==> src/rtl/flash_fe_pkg.sv <==
package flash_fe_pkg;

  // Synchronized view of the asynchronous bus control pins (all active low).
  typedef struct packed {
    logic ce_n;
    logic oe_n;
    logic we_n;
    logic rst_n;
  } fe_ctrl_t;

  localparam int unsigned CTRL_W = $bits(fe_ctrl_t);

  typedef enum logic {
    WS_IDLE  = 1'b0,
    WS_ARMED = 1'b1
  } fe_wstate_e;

endpackage

==> src/rtl/flash_fe_sync.sv <==
module flash_fe_sync #(
  parameter int unsigned W       = 1,
  parameter int unsigned STAGES  = 2,
  parameter logic [W-1:0] RST_VAL = '0
) (
  input  logic         clk,
  input  logic         rst_n,
  input  logic [W-1:0] d,
  output logic [W-1:0] q
);

  localparam int unsigned LAST = STAGES - 1;

  logic [STAGES-1:0][W-1:0] stg_q;
  logic [STAGES-1:0][W-1:0] stg_d;

  generate
    if (STAGES == 1) begin : g_single
      always_comb stg_d[0] = d;
    end else begin : g_chain
      always_comb stg_d = {stg_q[STAGES-2:0], d};
    end
  endgenerate

  always_ff @(posedge clk or negedge rst_n) begin
    if (!rst_n) begin
      stg_q <= {STAGES{RST_VAL}};
    end else begin
      stg_q <= stg_d;
    end
  end

  assign q = stg_q[LAST];

endmodule

==> src/rtl/flash_fe_read.sv <==
module flash_fe_read
  import flash_fe_pkg::*;
#(
  parameter int unsigned DATA_W = 8
) (
  input  logic              clk,
  input  logic              rst_n,
  input  fe_ctrl_t          ctrl,
  input  logic [DATA_W-1:0] rd_data,
  output logic [DATA_W-1:0] bus_dout,
  output logic              bus_dout_en
);

  logic              en_d;
  logic              en_q;
  logic [DATA_W-1:0] dout_d;
  logic [DATA_W-1:0] dout_q;

  always_comb begin
    en_d   = !ctrl.ce_n && !ctrl.oe_n && ctrl.we_n && ctrl.rst_n;
    dout_d = en_d ? rd_data : '0;
  end

  always_ff @(posedge clk or negedge rst_n) begin
    if (!rst_n) begin
      en_q   <= 1'b0;
      dout_q <= '0;
    end else begin
      en_q   <= en_d;
      dout_q <= dout_d;
    end
  end

  assign bus_dout    = dout_q;
  assign bus_dout_en = en_q;


  released_zero_chk: assert property (@(posedge clk) disable iff (!rst_n)
    !bus_dout_en |-> (bus_dout == '0));


  drive_cond_chk: assert property (@(posedge clk) disable iff (!rst_n)
    $rose(bus_dout_en) |-> $past(!ctrl.ce_n && !ctrl.oe_n && ctrl.we_n));


  reset_release_chk: assert property (@(posedge clk) disable iff (!rst_n)
    !ctrl.rst_n |=> !bus_dout_en);

endmodule

==> src/rtl/flash_fe_write.sv <==
module flash_fe_write
  import flash_fe_pkg::*;
#(
  parameter int unsigned ADDR_W = 18,
  parameter int unsigned DATA_W = 8
) (
  input  logic              clk,
  input  logic              rst_n,
  input  fe_ctrl_t          ctrl,
  input  logic [ADDR_W-1:0] addr_s,
  input  logic [DATA_W-1:0] data_s,
  output logic              wr_stb,
  output logic [ADDR_W-1:0] wr_addr,
  output logic [DATA_W-1:0] wr_data
);

  fe_wstate_e        state_q, state_d;
  logic              both_q, both_d;
  logic [ADDR_W-1:0] cap_addr_q, cap_addr_d;
  logic [DATA_W-1:0] cap_data_q, cap_data_d;
  logic              stb_q, stb_d;
  logic [ADDR_W-1:0] out_addr_q, out_addr_d;
  logic [DATA_W-1:0] out_data_q, out_data_d;

  logic both_low;
  logic cycle_ok;
  logic enter;

  always_comb begin
    both_low = !ctrl.ce_n && !ctrl.we_n;
    cycle_ok = ctrl.oe_n && ctrl.rst_n;
    enter    = both_low && !both_q && cycle_ok;

    state_d    = state_q;
    both_d     = both_low;
    cap_addr_d = cap_addr_q;
    cap_data_d = cap_data_q;
    stb_d      = 1'b0;
    out_addr_d = out_addr_q;
    out_data_d = out_data_q;

    unique case (state_q)
      WS_IDLE: begin
        if (enter) begin
          state_d    = WS_ARMED;
          cap_addr_d = addr_s;
          cap_data_d = data_s;
        end
      end
      WS_ARMED: begin
        if (!cycle_ok) begin
          state_d = WS_IDLE;
        end else if (!both_low) begin
          state_d    = WS_IDLE;
          stb_d      = 1'b1;
          out_addr_d = cap_addr_q;
          out_data_d = cap_data_q;
        end else begin
          cap_data_d = data_s;
        end
      end
      default: state_d = WS_IDLE;
    endcase
  end

  always_ff @(posedge clk or negedge rst_n) begin
    if (!rst_n) begin
      state_q    <= WS_IDLE;
      both_q     <= 1'b0;
      cap_addr_q <= '0;
      cap_data_q <= '0;
      stb_q      <= 1'b0;
      out_addr_q <= '0;
      out_data_q <= '0;
    end else begin
      state_q    <= state_d;
      both_q     <= both_d;
      cap_addr_q <= cap_addr_d;
      cap_data_q <= cap_data_d;
      stb_q      <= stb_d;
      if (stb_d) begin
        out_addr_q <= out_addr_d;
        out_data_q <= out_data_d;
      end
    end
  end

  assign wr_stb  = stb_q;
  assign wr_addr = out_addr_q;
  assign wr_data = out_data_q;


  stb_single_chk: assert property (@(posedge clk) disable iff (!rst_n)
    wr_stb |=> !wr_stb);


  hold_between_chk: assert property (@(posedge clk) disable iff (!rst_n)
    !wr_stb |-> $stable(wr_addr) && $stable(wr_data));


  oe_block_chk: assert property (@(posedge clk) disable iff (!rst_n)
    !ctrl.oe_n |=> !wr_stb);


  rst_block_chk: assert property (@(posedge clk) disable iff (!rst_n)
    !ctrl.rst_n |=> !wr_stb);


  armed_before_chk: assert property (@(posedge clk) disable iff (!rst_n)
    wr_stb |-> $past(state_q == WS_ARMED));

endmodule

==> src/rtl/flash_bus_frontend.sv <==
module flash_bus_frontend
  import flash_fe_pkg::*;
#(
  parameter int unsigned ADDR_W      = 18,
  parameter int unsigned DATA_W      = 8,
  parameter int unsigned SYNC_STAGES = 2
) (
  input  logic              clk,
  input  logic              rst_n,
  input  logic              bus_ce_n,
  input  logic              bus_oe_n,
  input  logic              bus_we_n,
  input  logic              bus_rst_n,
  input  logic [ADDR_W-1:0] bus_addr,
  input  logic [DATA_W-1:0] bus_din,
  input  logic [DATA_W-1:0] rd_data,
  output logic [ADDR_W-1:0] rd_addr,
  output logic [DATA_W-1:0] bus_dout,
  output logic              bus_dout_en,
  output logic              wr_stb,
  output logic [ADDR_W-1:0] wr_addr,
  output logic [DATA_W-1:0] wr_data
);

  localparam int unsigned AD_W = ADDR_W + DATA_W;

  // Reset: asserted asynchronously, released on the clock.
  logic rst_sync_n;

  flash_fe_sync #(
    .W       (1),
    .STAGES  (2),
    .RST_VAL (1'b0)
  ) u_rst_sync (
    .clk   (clk),
    .rst_n (rst_n),
    .d     (1'b1),
    .q     (rst_sync_n)
  );

  // Control pins: synchronized, idle (all high) out of reset.
  fe_ctrl_t              ctrl_raw;
  fe_ctrl_t              ctrl_s;
  logic [CTRL_W-1:0]     ctrl_s_bits;

  always_comb begin
    ctrl_raw.ce_n  = bus_ce_n;
    ctrl_raw.oe_n  = bus_oe_n;
    ctrl_raw.we_n  = bus_we_n;
    ctrl_raw.rst_n = bus_rst_n;
  end

  flash_fe_sync #(
    .W       (CTRL_W),
    .STAGES  (SYNC_STAGES),
    .RST_VAL ({CTRL_W{1'b1}})
  ) u_ctrl_sync (
    .clk   (clk),
    .rst_n (rst_sync_n),
    .d     (ctrl_raw),
    .q     (ctrl_s_bits)
  );

  assign ctrl_s = fe_ctrl_t'(ctrl_s_bits);

  // Address and data pins: delayed by the same depth so they line up.
  logic [AD_W-1:0] ad_s;
  logic [ADDR_W-1:0] addr_s;
  logic [DATA_W-1:0] data_s;

  flash_fe_sync #(
    .W       (AD_W),
    .STAGES  (SYNC_STAGES),
    .RST_VAL ({AD_W{1'b0}})
  ) u_ad_align (
    .clk   (clk),
    .rst_n (rst_sync_n),
    .d     ({bus_addr, bus_din}),
    .q     (ad_s)
  );

  assign addr_s  = ad_s[AD_W-1:DATA_W];
  assign data_s  = ad_s[DATA_W-1:0];
  assign rd_addr = addr_s;

  flash_fe_read #(
    .DATA_W (DATA_W)
  ) u_read (
    .clk         (clk),
    .rst_n       (rst_sync_n),
    .ctrl        (ctrl_s),
    .rd_data     (rd_data),
    .bus_dout    (bus_dout),
    .bus_dout_en (bus_dout_en)
  );

  flash_fe_write #(
    .ADDR_W (ADDR_W),
    .DATA_W (DATA_W)
  ) u_write (
    .clk     (clk),
    .rst_n   (rst_sync_n),
    .ctrl    (ctrl_s),
    .addr_s  (addr_s),
    .data_s  (data_s),
    .wr_stb  (wr_stb),
    .wr_addr (wr_addr),
    .wr_data (wr_data)
  );


  sys_reset_quiet_chk: assert property (@(posedge clk)
    !rst_sync_n |-> !bus_dout_en && !wr_stb && (wr_addr == '0) && (wr_data == '0));


  no_drive_during_write_chk: assert property (@(posedge clk) disable iff (!rst_sync_n)
    wr_stb |-> !bus_dout_en);

endmodule

==> config.mk <==
export PLATFORM = sky130hd
export DESIGN_NAME = flash_bus_frontend
export DESIGN_NICKNAME = d
export VERILOG_FILES = /design/src/rtl/flash_fe_pkg.sv /design/src/rtl/flash_fe_sync.sv /design/src/rtl/flash_fe_read.sv /design/src/rtl/flash_fe_write.sv /design/src/rtl/flash_bus_frontend.sv
export SDC_FILE = /design/constraint.sdc
export NUM_CORES = 1
export LEC_CHECK = 0
export BUFFER_PORTS_ARGS = -buffer_cell sky130_fd_sc_hd__buf_2
export CAP_MARGIN = 20
export CORE_MARGIN = 3
export CORE_UTILIZATION = 40
export CTS_CLUSTER_DIAMETER = 100
export DETAILED_ROUTE_END_ITERATION = 12
export HOLD_SLACK_MARGIN = 0.05
export PLACE_DENSITY_LB_ADDON = 0.2
export REMOVE_ABC_BUFFERS = 1
export SYNTH_ARGS = -nofsm -noshare
export SYNTH_HDL_FRONTEND = slang
export SYNTH_SLANG_ARGS = --single-unit
==> constraint.sdc <==
create_clock -name clk -period 5.6 [get_ports clk]
set_clock_uncertainty 0.2 [all_clocks]
set_input_delay 1.12 -clock clk [delete_from_list [all_inputs] [get_ports clk]]
set_output_delay 1.12 -clock clk [all_outputs]
set_load 0.02 [all_outputs]
; After elaboration in Yosys (flattened, before gate mapping)
; Index checks and enable logic that the tools add are counted.
; W data, S select, Z words.
[totals]
regBits = 126
inputBits = 40
output_inout_bits = 54
word_cells = 46
[classes]
n_eq_ne = 3
mux = 12
bitwise_logic = 2
n_reduce_logical = 14
[op_table]
columns = cell, n
row1 = $mux W8, 4
row2 = $pmux W8 S2, 1
row3 = $logic_and A1 B1 Y1, 7
row4 = $mux W1, 6
row5 = $logic_not A1 Y1, 4
row6 = $ne A2 B2 Y1 const B, 2
row7 = $reduce_and A4 Y1, 1
row8 = $reduce_and A3 Y1, 1
row9 = $ne A2 B1 Y1 const B, 1
row10 = $not A1 Y1, 2
row11 = $pmux W1 S2, 1
row12 = $reduce_and A2 Y1, 1

; Longest topological paths before layout
; Gate-level depths: netlist (run 1).
[logic_depth]
word_depth = 6
ltp_mapped = 4
ltp_nobuf = 3

; Cells and area by module
; Synthesis (run 1) repeated with hierarchy kept, for this count alone.
[unflattened]
cells_unflattened = 200
area_unflattened_um2 = 4053.9
[modules_own_cells]
columns = mod, instances, cells_each, area_per_inst_um2, seq_area_each_um2
row1 = flash_fe_write, 1, 118, 2195.9, 1376.3
row2 = flash_fe_sync at u_ad_align, 1, 52, 1301.2, 1301.2
row3 = flash_fe_read, 1, 19, 292.8, 225.2
row4 = flash_fe_sync at u_ctrl_sync, 1, 8, 210.2, 210.2
row5 = flash_fe_sync at u_rst_sync, 1, 2, 50.0, 50.0
row6 = flash_bus_frontend, 1, 1, 3.8, 0.0

; Least setup slack after synthesis (run 1)
; No wires, ideal clock.
[synth_path]
path_kind = reg2out
start = register u_ad_align.stg_q (netlist bit u_ad_align.q[18])
end = output port rd_addr[10]
t_arrival_ps = 500
t_required_ps = 4280
slack_ps = 3780
path_stages_with_launch = 2
path_buffers = 1
path_cell_list = dfrtp_1 buf_4
[synth_rtl]
columns = item, line_no
row1 = start: declaration, flash_fe_sync.sv:14  ; logic [STAGES-1:0][W-1:0] stg_q;
row2 = start signal: assignment, flash_fe_sync.sv:27  ; stg_q <= {STAGES{RST_VAL}};
row3 = start signal: assignment, flash_fe_sync.sv:29  ; stg_q <= stg_d;
row4 = end: declaration, flash_bus_frontend.sv:17  ; output logic [ADDR_W-1:0] rd_addr,
; No word-level cell between the ends.

; Final worst setup path (run 1)
[layout_path]
start = register u_write.out_data_q[6] (netlist: u_write.wr_data[6])
end = output port wr_data[6]
[layout_rtl]
columns = item, line_no
row1 = start: declaration, flash_fe_write.sv:23  ; logic [DATA_W-1:0] out_data_q, out_data_d;
row2 = start signal: assignment, flash_fe_write.sv:83  ; out_data_q <= out_data_d;
row3 = end: declaration, flash_bus_frontend.sv:22  ; output logic [DATA_W-1:0] wr_data
; No word-level cell between the ends.

==> results.ini, run 1 <==
[run_status]
outcome=completed

[synth]
netlist_area_mm2=0.004185
seq_area_frac_synth_pct=75.58
ys_ff_latch=126
synth_top_area_share_pct=70.55
syn_area_per_cell_um2=19.20
yosys-top-cells-area=dfrtp_1 71%, mux2_4 10%, mux2_2 6.2%
yosysUniqueCellTypes=16
yosys.area.top_type=dfrtp_1
yosysWarnings=0
synthCells=218

[sta]
period_share_pct=42.80
finalHoldViolCount=0
post-route-min-period_ns=2.397
tightest_slew_ns=0.6466
maxClockFrequency_mhz=417.2
slew_viol_final=0
grt_setup_unrepaired=no
relSlewSlack_pct=56.87
setup_ws_ns=3.203
holdWs_ns=0.1456
setup_viol=0
finalSetupTns_ns=0

[place]
pre_cts_ws_ns=3.532
hpwl_um=4355
post_dp_cell_area_mm2=0.004663
dpl.cell_count=424
portBuffers=93
place_congestion=0.6610

[finish]
final_design_area_no_fill_mm2=0.005304
area_growth_pct=26.73
fin_cells=458
fin_util_pct=53.28
drive_gt1_share_pct=59.69
n_antenna_cell=0
nets=352
fill_cells=821

[grt]
antenna_found_initial=0
grt_pass1_vias=2126
grt_max_degree=85
grt.total_usage_pct=12.89
grt_pass1_wl_um=11030
grt-ovfl-total=0

[detailed_routing]
drt_pre_antenna_iters=4
wl_um=6754
wl_per_cell_um=14.75
vias=1997
drtIter0Drc=61
drc=0
ant_nets=0
vias_per_cell=4.360

[floorplanning]
num_rows=36
die_w_um=108.3
core_mm2=0.009955
ios=94
die_h_um=108.3
start_util_pct=42.04
die_area_mm2=0.01173

[critical_path]
required_ns=4.28
cp_max_fo=2
worst-path-buf-inv=1
crit_path_cell_trace=buf_2
crit_arrival_ns=1.08
slowest_delay_ns=0.40
path_class=register to output pin
reg2reg_to=u_write.wr_addr[3]
rrSetupSlack_ns=3.57
startpoint_type=register
regToRegStartpoint=u_ctrl_sync.q[3]
end_kind=output pin
crit_family=flip-flops
critPathSlowestCell=dfrtp_1
r2r_cells=3

[min_path]
worst_hold_path_type=register to register
min_from=u_ad_align.stg_d[32]
min_to=u_ad_align.q[6]
hold_depth=0

[pwr]
p_per_area_mw_per_mm2=444.1
peakVddDrop_mv=0.2363
finalPower_mw=2.356
power_leakage_nw=2.732

[flow_run]
max-cap-violations=0

[clock_network]
tritoncts=done
clk_latency_ns=0.51
clk_pin_slew_ns=0.06
cts_sinks=126
cts-root-buf=clkbuf_8
post_cts_buffers=0
cts_buffer_depth=2
cts_buffers=17
h-tree-depth=4

cells in the final DEF, fill, tap and decap left out, types with 2 or more instances in the layout:
cell type,instances
dfstp_2,8
bufinv_16,2
clkinv_2,3
buf_4,2
clkbuf_8,7
clkinvlp_4,3
and2_1,8
mux2_4,29
mux2_2,23
dfrtp_1,117
buf_2,93
inv_1,3
clkbuf_16,16
final cells by class:
class                   instances  area (µm²)  share of cell area [%]
repair buffers                 97       518.0                   9.766
multi-input cells              67       838.3                   15.81
clock inverters                 9       106.4                   2.005
well taps                     133       166.4                   3.138
flip-flops and latches        126        3167                   59.71
inverters                       3       11.26                  0.2123
clock buffers                  23       496.7                   9.365
sequential cells by signal (all words and copies together), names as in the netlist, 4 cells and up:
register	flops
u_ad_align.q	26
u_ad_align.stg_d	26
u_write.cap_addr_q	18
u_write.wr_addr	18
u_read.bus_dout	8
u_write.cap_data_q	8
u_write.wr_data	8
u_ctrl_sync.q	4
u_ctrl_sync.stg_d	4
routing by layer:
metal / share of wire, % / vias to the layer above / global-route usage, %
li1: - / 902 / -
met1: 44 / 1015 / 16.38
met2: 46 / 67 / 18.43
met3: 8.2 / 13 / 6.328
met4: 1.5 / 0 / 6.222
met5: 0 / - / 0
synth_stat cells:
master / count
buf_4: 18
nor2_1: 1
and4bb_2: 1
dfrtp_1: 118
inv_1: 3
buf_6: 3
o2111ai_4: 1
dfstp_2: 8
nor2_4: 1
mux2_2: 23
and2_1: 8
conb_1: 1
nand4_4: 1
clkbuf_1: 1
o2111ai_2: 1
mux2_4: 29
report_power, final:
| group | total (mW) | internal, mW | switching (mW) |
|---|---|---|---|
| logic | 0.218 | 0.115 | 0.103 |
| registers | 1.06 | 1.01 | 0.0511 |
| clock network | 1.07 | 0.702 | 0.372 |
worst max-delay path by stage:
stage                         endpoint                start  cells past startpoint
CTS                        wr_addr[17]  u_write.wr_addr[17]                      1
detailed placement  u_write.wr_addr[2]     u_ctrl_sync.q[3]                      3
finish                      wr_data[6]   u_write.wr_data[6]                      1
global placement    u_write.wr_addr[1]     u_ctrl_sync.q[3]                      3
floorplan              u_ad_align.q[0]         u_rst_sync.q                      0
global route               rd_addr[17]     u_ad_align.q[25]                      1
timing repair:
| item | CTS | global route |
|---|---|---|
| hold buffers | 0 | 1 |
| endpoints found under the setup margin | 0 | 0 |
| endpoints found under the hold margin | 0 | 10 |
| resized for setup | 0 | 0 |
cells by family after synthesis:
logic type / share of synthesized area (%)
muxes: 16.59
buffers and inverters: 4.394
DFF: 75.58
and+or+nand+nor: 2.362
AOI/OAI and AO/OA: 0.9866
other: 0.08960
Note: power is estimated with default switching activity, not from simulation.
==> run 2, diff against run 1 <==
- ABC_AREA: unset -> 1
- clock period: 5.6 -> 2 ns (I/O delays scaled with it)
==> run 2 against run 1 <==
Total power grew to 2.8 times the previous value; design area grew 8.1%; sequential share of layout area shrank 4.5 points; sequential cell count is the same.
==> results.ini, run 2 <==
[critical_path]
path_class=register to output pin
slowest_delay_ns=0.40
crit_family=flip-flops
path_depth=1
rrSetupSlack_ns=0.33
crit_arrival_ns=1.08
r2r_cells=5
critPathSlowestCell=dfrtp_1
regToRegStartpoint=u_ctrl_sync.q[0]
cp_max_fo=2
startpoint_type=register
crit_path_cell_trace=buf_2
reg2reg_to=u_write.cap_addr_q[10]
worst-path-buf-inv=1
end_kind=output pin
required_ns=1.40

[detailed_routing]
wl_per_cell_um=12.95
ant_nets=0
drc=0
drt_pre_antenna_iters=4
wl_um=8080
vias_per_cell=4.362
drtIter0Drc=90
vias=2722

[synth]
synth_top_area_share_pct=69.45
synth-compound-area-share_pct=0
yosysWarnings=0
synth.area.mux_share_pct=0
synthCells=345
netlist_area_mm2=0.004252
synth-adder-area-share_pct=0
synth-edff-count=0
seq_area_frac_synth_pct=74.40
synthSimpleGateAreaFrac_pct=18.57
syn_area_per_cell_um2=12.32
synth_commonest_cells=131 x nand2_1, 118 x dfrtp_1, 26 x nand4_1
ys_ff_latch=126
yosysMostFrequentCell=nand2_1
yosys.area.top_type=dfrtp_1
synth-xor-area-share_pct=0
async_flop_share_pct=100.0
ys.flop_type=dfrtp_1
synth_top_family_by_area=simple AND/OR/NAND/NOR gates
yosysUniqueCellTypes=19
yosys-top-cells-area=dfrtp_1 69%, nand2_1 12%, dfstp_2 4.9%

[grt]
grt_max_degree=38
grt.total_usage_pct=15.34
grt_pass1_wl_um=13720
antenna_found_initial=0
grt-ovfl-total=0
grt_pass1_vias=2776

[floorplanning]
core_mm2=0.01032
num_rows=37
ios=94
start_util_pct=41.18
die_h_um=109.1
die_area_mm2=0.01190
die_w_um=109.1

[finish]
drive_gt1_share_pct=30.74
multi_input_area_um2=793.3
n_antenna_cell=0
fill_cells=902
area_growth_pct=34.90
fin_util_pct=55.56
nets=515
final_common_cell=nand2_1
regArea_mm2=0.003167
layout_common_cells=131 x nand2_1, 117 x dfrtp_1, 93 x buf_2, 40 x dlygate4sd3_1, 26 x nand4_1

[sta]
period_share_pct=83.88
maxClockFrequency_mhz=596.1
finalHoldViolCount=0
setup_ws_ns=0.3224
post-route-min-period_ns=1.678
slew_viol_final=0
setup_viol=0
grt_setup_unrepaired=no
tightest_slew_ns=0.5365
relSlewSlack_pct=64.23

[place]
portBuffers=93
place_congestion=0.8293
hpwl_um=5393
pre_cts_ws_ns=0.3656

[flow_run]
max-cap-violations=0

[clock_network]
cts_sinks=126
h-tree-depth=4
cts_buffers=17
tritoncts=done
cts-root-buf=clkbuf_8
clk_latency_ns=0.50
clk_pin_slew_ns=0.06
cts_buffer_depth=2

[pwr]
peakVddDrop_mv=0.5589
p_per_area_mw_per_mm2=1134
power_leakage_nw=3.013

[run_status]
outcome=completed

[min_path]
worst_hold_path_type=register to asynchronous set/reset pin

## run 2: power by group
| part | internal (mW) | leakage, nW | switching [mW] | total (mW) |
|---|---|---|---|---|
| registers | 2.80 | 1.56 | 0.148 | 2.95 |
| logic | 0.232 | 1.18 | 0.324 | 0.557 |
| clock network | 1.93 | 0.269 | 1.07 | 3.00 |
| total | 4.97 | 3.01 | 1.54 | 6.51 |
## run 2: worst max-delay path by stage
| stage | from | end |
|---|---|---|
| 4_1_cts | u_ad_align.q[24] | rd_addr[16] |
| 3_5_place_dp | u_ctrl_sync.q[0] | u_write.cap_addr_q[9] |
| 3_3_place_gp | u_ctrl_sync.q[3] | u_write.cap_data_q[6] |
| 6_report | u_ad_align.q[9] | rd_addr[1] |
| 2_1_floorplan | u_rst_sync.q | u_ad_align.q[0] |
| 5_1_grt | u_ctrl_sync.q[0] | u_write.cap_addr_q[10] |
## run 2: kinds of logic (layout without fill, tap and decap cells)
kind of cell	after synthesis	in the layout
simple gates	175	175
flops	126	126
buf+inv	43	186
other cells	1	1
## run 2: final cells by class
class | instances | share of cell area [%]
flip-flops and latches | 126 | 55.21
repair buffers | 140 | 16.67
multi-input cells | 176 | 13.83
clock buffers | 19 | 7.526
well taps | 136 | 2.967
clock inverters | 13 | 2.880
inverters | 14 | 0.9162
## run 2: routing by layer
| layer | global-route usage (%) | part of all wire, % |
|---|---|---|
| met4 | 6.492 | 1.6 |
| met3 | 5.033 | 5.1 |
| met1 | 20.38 | 46 |
| met2 | 23.16 | 48 |
| met5 | 0 | 0 |
## run 2: stage by stage
| step | total power [mW] | std cells | setup TNS [ns] | area, µm² | hold slack (ns) |
|---|---|---|---|---|---|
| final | 6.506 | 624 | 0 | 5736 | 0.1234 |
| after global routing | 6.821 | 624 | 0 | 5736 | 0.1522 |
| after CTS | 6.593 | 624 | 0 | 5736 | 0.1382 |
| after detailed placement | 3.498 | 552 | 0 | 4738 | -0.01223 |
| after global placement | 3.478 | 552 | 0 | 4738 | -0.01540 |
| after floorplan | 3.263 | 316 | -235.07 | 4009 | -0.09559 |
## run 2: timing repair
action,in CTS,in global routing
endpoints found under the setup margin,0,0
hold buffers,40,0
gates resized for setup,0,0
setup buffers,0,0
endpoints found under the hold margin,40,0
